File: src/rtl/active_line_extract.sv
module active_line_extract #(
  parameter int ACTIVE_SAMPLES = 1440,
  parameter int CNT_W          = 12
) (
  input  logic             clk,
  input  logic             rst_n,
  input  logic [7:0]       din,
  output logic [7:0]       pix_data,
  output logic             pix_valid,
  output logic             pix_sol,
  output logic             pix_eol,
  output logic             pix_luma,
  output logic             pix_field,
  output logic             len_err,
  output logic [CNT_W-1:0] len_count,
  output logic             code_err,
  output logic             fld_state,
  output logic             vbl_state,
  output logic             fld_chg,
  output logic             vbl_chg
);
  localparam logic [CNT_W-1:0] NOMINAL = CNT_W'(ACTIVE_SAMPLES);
  localparam logic [CNT_W-1:0] CNT_MAX = {CNT_W{1'b1}};

  logic [7:0] s0, s1, s2, s3;
  logic       k0, k1, k2, k3;
  logic       open_q, first_q, phase_q, field_q;
  logic [CNT_W-1:0] cnt_q;

  wire       fb = din[6];
  wire       vb = din[5];
  wire       hb = din[4];
  wire [3:0] prot = {vb ^ hb, fb ^ hb, fb ^ vb, fb ^ vb ^ hb};
  wire       pre  = (s2 == 8'hFF) && (s1 == 8'h00) && (s0 == 8'h00) && din[7];
  wire       good = pre && (din[3:0] == prot);
  wire       opens = good && !hb && !vb;
  wire       open_n = good ? opens : open_q;

  wire [CNT_W-1:0] cnt_inc = (cnt_q == CNT_MAX) ? cnt_q : cnt_q + 1'b1;
  wire [CNT_W-1:0] meas    = k3 ? cnt_inc : cnt_q;

  always_ff @(posedge clk or negedge rst_n) begin
    if (!rst_n) begin
      {s0, s1, s2, s3} <= '0;
      {k0, k1, k2, k3} <= '0;
      open_q    <= 1'b0;
      first_q   <= 1'b0;
      phase_q   <= 1'b0;
      field_q   <= 1'b0;
      cnt_q     <= '0;
      pix_data  <= '0;
      pix_valid <= 1'b0;
      pix_sol   <= 1'b0;
      pix_eol   <= 1'b0;
      pix_luma  <= 1'b0;
      pix_field <= 1'b0;
      len_err   <= 1'b0;
      len_count <= '0;
      code_err  <= 1'b0;
      fld_state <= 1'b0;
      vbl_state <= 1'b1;
      fld_chg   <= 1'b0;
      vbl_chg   <= 1'b0;
    end else begin
      s0 <= din;
      s1 <= s0;
      s2 <= s1;
      s3 <= s2;
      k0 <= open_n && !pre;
      k1 <= k0 && !pre;
      k2 <= k1 && !pre;
      k3 <= k2 && !pre;

      pix_valid <= k3;
      pix_data  <= k3 ? s3 : 8'h00;
      pix_sol   <= k3 && first_q;
      pix_eol   <= k3 && good && open_q;
      pix_luma  <= k3 && phase_q;
      pix_field <= k3 && field_q;

      if (k3) begin
        cnt_q   <= cnt_inc;
        first_q <= 1'b0;
        phase_q <= ~phase_q;
      end

      len_err  <= 1'b0;
      fld_chg  <= 1'b0;
      vbl_chg  <= 1'b0;
      code_err <= pre && !good;

      if (good) begin
        cnt_q  <= '0;
        open_q <= opens;
        if (open_q) begin
          len_count <= meas;
          len_err   <= (meas != NOMINAL) || !hb;
        end
        if (hb) begin
          fld_state <= fb;
          vbl_state <= vb;
          fld_chg   <= fb != fld_state;
          vbl_chg   <= vb != vbl_state;
        end else if (!vb) begin
          field_q <= fb;
          first_q <= 1'b1;
          phase_q <= 1'b0;
        end
      end
    end
  end
endmodule


File: config.mk
export PLATFORM = sky130hd
export DESIGN_NAME = active_line_extract
export DESIGN_NICKNAME = d
export VERILOG_FILES = /design/src/rtl/active_line_extract.sv
export SDC_FILE = /design/constraint.sdc
export NUM_CORES = 1
export LEC_CHECK = 0
export BUFFER_PORTS_ARGS = -buffer_cell sky130_fd_sc_hd__buf_2
export CAP_MARGIN = 20
export CORE_AREA = 3 3 76 78
export DETAILED_ROUTE_END_ITERATION = 6
export DIE_AREA = 0 0 79 81
export PLACE_DENSITY = 0.87
export SLEW_MARGIN = 20
export SYNTH_ARGS = -nofsm -noshare
export SYNTH_HDL_FRONTEND = slang
export SYNTH_SLANG_ARGS = --single-unit
export TNS_END_PERCENT = 10
File: constraint.sdc
create_clock -name clk -period 4.5 [get_ports clk]
set_clock_uncertainty 0.05 [all_clocks]
set_input_delay 0.225 -clock clk [delete_from_list [all_inputs] [get_ports clk]]
set_output_delay 0.225 -clock clk [all_outputs]
set_load 0.005 [all_outputs]
==> results of run 1 <==
-- power groups by stage --
stage	Combinational, mW	Sequential [mW]	Clock [mW]
finish	0.0513	0.772	0.504
global route	0.0576	0.774	0.553
CTS	0.0485	0.772	0.513
detailed placement	0.0441	0.787	0
global placement	0.0424	0.785	0
floorplan	0.0153	0.785	0
-- registers in the layout (all words and copies together) (netlist names), 8 cells and up --
signal,count
s0,8
s2,8
pix_data,8
cnt_q,12
s1,8
len_count,12
s3,8
-- placed cells by master (no fill, tap or decap), types with 8 or more instances in the layout --
cell type,n
nor2b_1,9
mux2_2,10
a21oi_1,8
dfrtp_1,82
buf_2,39
inv_1,8
and2_1,13
nand2_1,9
clkbuf_8,10
nor2_1,13
-- critical path: cells and delay by family (launching register included) --
kind,cells,cell delay (ns)
muxes,1,0.33
buffers and inverters,1,0.32
and+or+nand+nor,3,1.30
DFF,1,0.40
AOI/OAI and AO/OA,1,0.28
-- worst max-delay path by stage --
stage                                from                   endpoint  cells past startpoint
final                     s1[1]$_DFF_PN0_   len_count[4]$_DFFE_PN0P_                      6
after global routing      s1[1]$_DFF_PN0_   len_count[4]$_DFFE_PN0P_                      6
after CTS                 s1[1]$_DFF_PN0_   len_count[4]$_DFFE_PN0P_                      6
after detailed placement  s1[1]$_DFF_PN0_   len_count[4]$_DFFE_PN0P_                      6
after global placement    s1[1]$_DFF_PN0_   len_count[6]$_DFFE_PN0P_                      6
after floorplan           s1[1]$_DFF_PN0_  len_count[11]$_DFFE_PN0P_                      5
-- per-stage QoR --
step | util | power (mW) | instances
after global placement | 0.652 | 0.827 | 335
after CTS | 0.701 | 1.33 | 357
after detailed placement | 0.652 | 0.831 | 335
after floorplan | - | 0.800 | 229
after global routing | 0.708 | 1.38 | 359
final | 0.708 | 1.33 | 359
-- cells by family (layout without fill, tap and decap cells) --
logic type	Yosys count	in the layout	share of synthesized area
and+or+nand+nor	79	79	0.146
AOI/OAI and AO/OA	24	24	0.0562
xor gates and xnor gates	10	10	0.0330
buffers and inverters	13	73	0.0163
DFF	83	83	0.677
muxes	17	17	0.0595
adders and majority gates	3	3	0.0122
-- metal layers --
metal | vias up | share of wire | routed length [um]
met3 | 12 | 0.054 | 313
met1 | 971 | 0.43 | 2490
met5 | - | 0 | 0
met2 | 67 | 0.50 | 2860
li1 | 912 | - | -
met4 | 0 | 0.014 | 82
-- area by class of cell --
cell class | count | share of cell area
timing repair buffer | 49 | 0.0846
tap | 70 | 0.0241
clock inverter | 6 | 0.0148
multi-input combinational | 133 | 0.259
inverter | 8 | 0.00825
clock buffer | 10 | 0.0378
sequential | 83 | 0.571
-- what timing repair did --
item                                    in CTS  in global routing
endpoints found under the setup margin       0                  0
endpoints found under the hold margin        6                 19
hold buffers                                 6                  1
==> metrics.yaml, run 1 <==
status: "complete, no violations"
drv_cap: 0
p_per_area_nw_per_um2: 365
vias: 1962
fin_setup_tns_ns: 0
hp-class: "primary input to flop"
power.leakage_nw: 1.71
fill_cells: 355
synth_cell_type_count: 37
start_kind: "flop"
yosysMostFrequentCell: "dfrtp_1"
timing.rr.start: "s1[1]$_DFF_PN0_"
slew_viol_final: 0
ys_warn_count: 0
finalSetupViolCount: 0
gr-total-overflow: 0
place_hpwl_mm: 3.78
drive_gt1_frac: 0.253
switching_share: 0.238
placed_cell_area_um2: 3350
p_sw_uw: 316
cts_setup_buffers: 0
io_buffer_count: 40
period_share: 0.625
core_area_um2: 5140
crit_chain: "or4b_1 > or4_4 > a2111oi_4 > buf_4 > nand2_2 > mux2_2"
start_util: 0.598
p_int_mw: 1.01
cp_slowest_stage_delay_ns: 0.56
io_pins: 41
ctsResizeCount: 0
grt_max_degree: 84
cts_root_buffer: "clkbuf_8"
cpMaxStageDelayCell: "or4_4"
synth_edf_count: 0
cts_tree: "done"
gp_congestion: 0.911
cp.arrival_ns: 3.00
clockBufferDepth: 2
grt_pass1_vias: 1952
async_flop_share: 1.00
synth_common_cells: "82 x dfrtp_1, 13 x and2_1, 13 x nor2_1, 10 x mux2_2"
synth_area_per_cell_um2: 13.4
hold_path_end: "s0[4]$_DFF_PN0_"
die_area_um2: 6400
critPathCaptureType: "flop"
rows: 26
r2r_cells: 6
synth.area.top_cells: "dfrtp_1 67%, mux2_2 3.7%, and2_1 2.6%"
cts-buffers-inserted: 9
path_max_fanout: 26
die_w_um: 79
ant_nets: 0
first_pass_iters: 4
cts.sinks: 83
seq_power_share: 0.581
fin_area_um2: 3640
drt_iter0_drc: 166
multi_input_area_um2: 943
hold-worst-slack_ns: 0.0251
wl_per_cell_um: 16.0
yosysTopAreaCellShare: 0.668
max_freq_mhz: 356
path_clk_slew_ns: 0.09
yosys.area.top_type: "dfrtp_1"
grt_pass1_wl_mm: 9.59
insertion_delay_ns: 0.35
dp_slack_ns: 1.72
postRouteWirelength_mm: 5.75
critical_path_class: "flop to flop"
drc: 0
regToRegEndpoint: "len_count[4]$_DFFE_PN0P_"
die_h_um: 81
r2r_setup_slack_ns: 1.69
top_usage_layer: "met2"
irDropWorstVdd_mv: 0.279
antenna_found_initial: 0
grt_use_met1: 0.270
htreeDepth: 3
setup_slack_ns: 1.69
max_slew_margin: 0.420
hold_viol: 0
tightest_slew_ns: 0.858
hold_depth: 1
combPwrFrac: 0.039
synth_area_um2: 3070
syn_inst: 229
ys.flop_type: "dfrtp_1"
syn_to_final_growth_pct: 18.5
grt_use_met3: 0.0432
synth-seq-cells: 83
final_nets: 297
p_clk_frac: 0.380
vias_per_cell: 5.47
finalCriticalPeriod_ns: 2.81
track_usage: 0.202
worstPathRequired_ns: 4.69
diodes: 0
met2_usage: 0.313
ys_seq_area_frac: 0.677
syn-num-nets: 242
min-delay-start: "din[4]"
regArea_um2: 2080
rsz0062_at_grt: "false"
Note: power is estimated with default switching activity, not from simulation.
==> run 2: changes to the inputs <==
--- a/config.mk
+++ b/config.mk
@@ -7,10 +7,10 @@
 export LEC_CHECK = 0
 export BUFFER_PORTS_ARGS = -buffer_cell sky130_fd_sc_hd__buf_2
 export CAP_MARGIN = 20
-export CORE_AREA = 3 3 76 78
+export CORE_AREA = 3 3 79 81
 export DETAILED_ROUTE_END_ITERATION = 6
-export DIE_AREA = 0 0 79 81
-export PLACE_DENSITY = 0.87
+export DIE_AREA = 0 0 82 84
+export PLACE_DENSITY = 0.81
 export SLEW_MARGIN = 20
 export SYNTH_ARGS = -nofsm -noshare
 export SYNTH_HDL_FRONTEND = slang
==> constraint.sdc (replaced) <==
create_clock -name clk -period 2.89 [get_ports clk]
set_clock_uncertainty 0.05 [all_clocks]
set_input_delay 0.1445 -clock clk [delete_from_list [all_inputs] [get_ports clk]]
set_output_delay 0.1445 -clock clk [all_outputs]
set_load 0.005 [all_outputs]
==> metrics.yaml, run 2 (synthesis gave the netlist of run 1 again) <==
status: "complete, no violations"
critical_path_class: "flop to flop"
core_area_um2: 5540  # +7.8%
ctsResizeCount: 0  # unchanged
finalCriticalPeriod_ns: 2.66  # -0.154 ns
period_share: 0.919  # +0.295
cp.arrival_ns: 2.84  # -0.16 ns
seq_power_share: 0.564  # -0.017
worstPathRequired_ns: 3.07  # -1.62 ns
first_pass_iters: 4  # unchanged
combPwrFrac: 0.036  # -0.003
drv_cap: 0  # unchanged
grt_pass1_vias: 1891  # -3.1%
cts_tree: "done"
layout_commonest_cell: "dfrtp_1"
io_pins: 41  # unchanged
final_nets: 300  # +1.0%
critPathCaptureType: "flop"
p_per_area_nw_per_um2: 581  # +59%
cts_root_buffer: "clkbuf_8"
cts-buffers-inserted: 9  # unchanged
clockBufferDepth: 2  # unchanged
p_clk_frac: 0.400  # +0.020
power.leakage_nw: 1.73  # +1.0%
die_area_um2: 6890  # +7.6%
gp_congestion: 0.885  # -2.9%
mostFrequentLayoutCells: "82 x dfrtp_1, 39 x buf_2, 13 x nor2_1, 13 x and2_1, 10 x mux2_2"
htreeDepth: 3  # unchanged
antenna_found_initial: 0  # unchanged
rows: 27  # +3.8%
tightest_slew_ns: 0.706  # -0.152 ns
gr-total-overflow: 0  # unchanged
hp-class: "flop to flop"
vias_per_cell: 5.35  # -2.1%
reg_top3: "cnt_q x12, len_count x12"
grt_pass1_wl_mm: 8.91  # -7.1%
path_clk_slew_ns: 0.09  # about the same
cts.sinks: 83  # unchanged
max_slew_margin: 0.529  # +0.109
vias: 1948  # -0.71%
io_buffer_count: 40  # unchanged
cp_slowest_stage_delay_ns: 0.57  # about the same
max_freq_mhz: 376  # +5.8%
drc: 0  # unchanged
rsz0062_at_grt: "false"
syn_to_final_growth_pct: 19.3
fin_setup_tns_ns: 0  # unchanged
switching_share: 0.231  # -0.00650
p_total_mw: 2.13  # +60%
p_sw_uw: 492  # +56%
cts_hold_buf: 9  # +3
grt_max_degree: 84  # unchanged
slew_viol_final: 0  # unchanged
start_kind: "flop"
postRouteWirelength_mm: 5.35  # -6.9%
insertion_delay_ns: 0.35  # about the same
finalSetupViolCount: 0  # unchanged
wl_per_cell_um: 14.7  # -8.1%
die_w_um: 82  # +3.8%
hold_viol: 0  # unchanged
cts_setup_buffers: 0  # unchanged
ant_nets: 0  # unchanged
irDropWorstVdd_mv: 0.306  # +9.5%
drive_gt1_frac: 0.253  # +0.000830
utilization: 0.662  # -0.0462
diodes: 0  # unchanged
die_h_um: 84  # +3.7%
path_max_fanout: 9  # -65%
drt_iter0_drc: 138  # -17%
place_hpwl_mm: 3.64  # -3.8%
crit_chain: "or4b_1 > or4_4 > a2111oi_4 > nand2_2 > mux2_2"
cpMaxStageDelayCell: "or4_4"
track_usage: 0.174  # -0.0284
p_int_mw: 1.64  # +62%
start_util: 0.554  # -0.0432
## run 2: through the flow
stage          area [um2]  setup slack [ns]  hold slack, ns  cells
2_1_floorplan        3070             0.361          -0.201    229
3_3_place_gp         3370             0.283           0.230    339
4_1_cts              3660             0.228           0.324    364
5_1_grt              3670             0.112           0.339    364
3_5_place_dp         3370             0.246           0.238    339
6_report             3670             0.233           0.324    364
## run 2: cell type report
type | instances | area [um2]
Fill cell | 414 | 1870
Clock buffer | 9 | 124
Sequential cell | 83 | 2080
Multi-Input combinational cell | 133 | 943
Clock inverter | 7 | 81.3
Timing Repair Buffer | 52 | 319
Tap cell | 72 | 90.1
Inverter | 8 | 30.0
## run 2: metal layers
metal	global-route usage	vias to the layer above	share of wire
met5	0	-	0
met4	0.0770	0	0.019
met3	0.0508	8	0.058
met2	0.254	62	0.47
met1	0.238	960	0.46
li1	-	918	-
## run 2: critical path: cells and delay by family, from the launching register on
kind,cells,cell delay [ns]
AO/OA/AOI/OAI,1,0.43
multiplexers,1,0.33
AND/OR/NAND/NOR,3,1.35
flip-flops,1,0.38
## run 2: path summary, 6_finish.rpt
check | from | to | slack, ns | cells after the start
worst max-delay path | s1[1]$_DFF_PN0_ | len_count[9]$_DFFE_PN0P_ | 0.23 | 5
worst min-delay path | s1[3]$_DFF_PN0_ | s2[3]$_DFF_PN0_ | 0.32 | 0
worst max register to register | s1[1]$_DFF_PN0_ | len_count[9]$_DFFE_PN0P_ | 0.23 | 5
worst min register to register | s1[3]$_DFF_PN0_ | s2[3]$_DFF_PN0_ | 0.32 | 0
max in group asynchronous | rst_n | open_q$_DFF_PN0_ | 1.97 | 2
min in group asynchronous | rst_n | len_count[6]$_DFFE_PN0P_ | 0.34 | 2
## run 2: power groups by stage
stage / clock, mW / sequential [mW] / combinational (mW)
CTS: 0.870 / 1.20 / 0.0770
floorplan: 0 / 1.22 / 0.0239
global placement: 0 / 1.22 / 0.0653
global route: 0.913 / 1.20 / 0.0867
detailed placement: 0 / 1.22 / 0.0672
finish: 0.853 / 1.20 / 0.0758
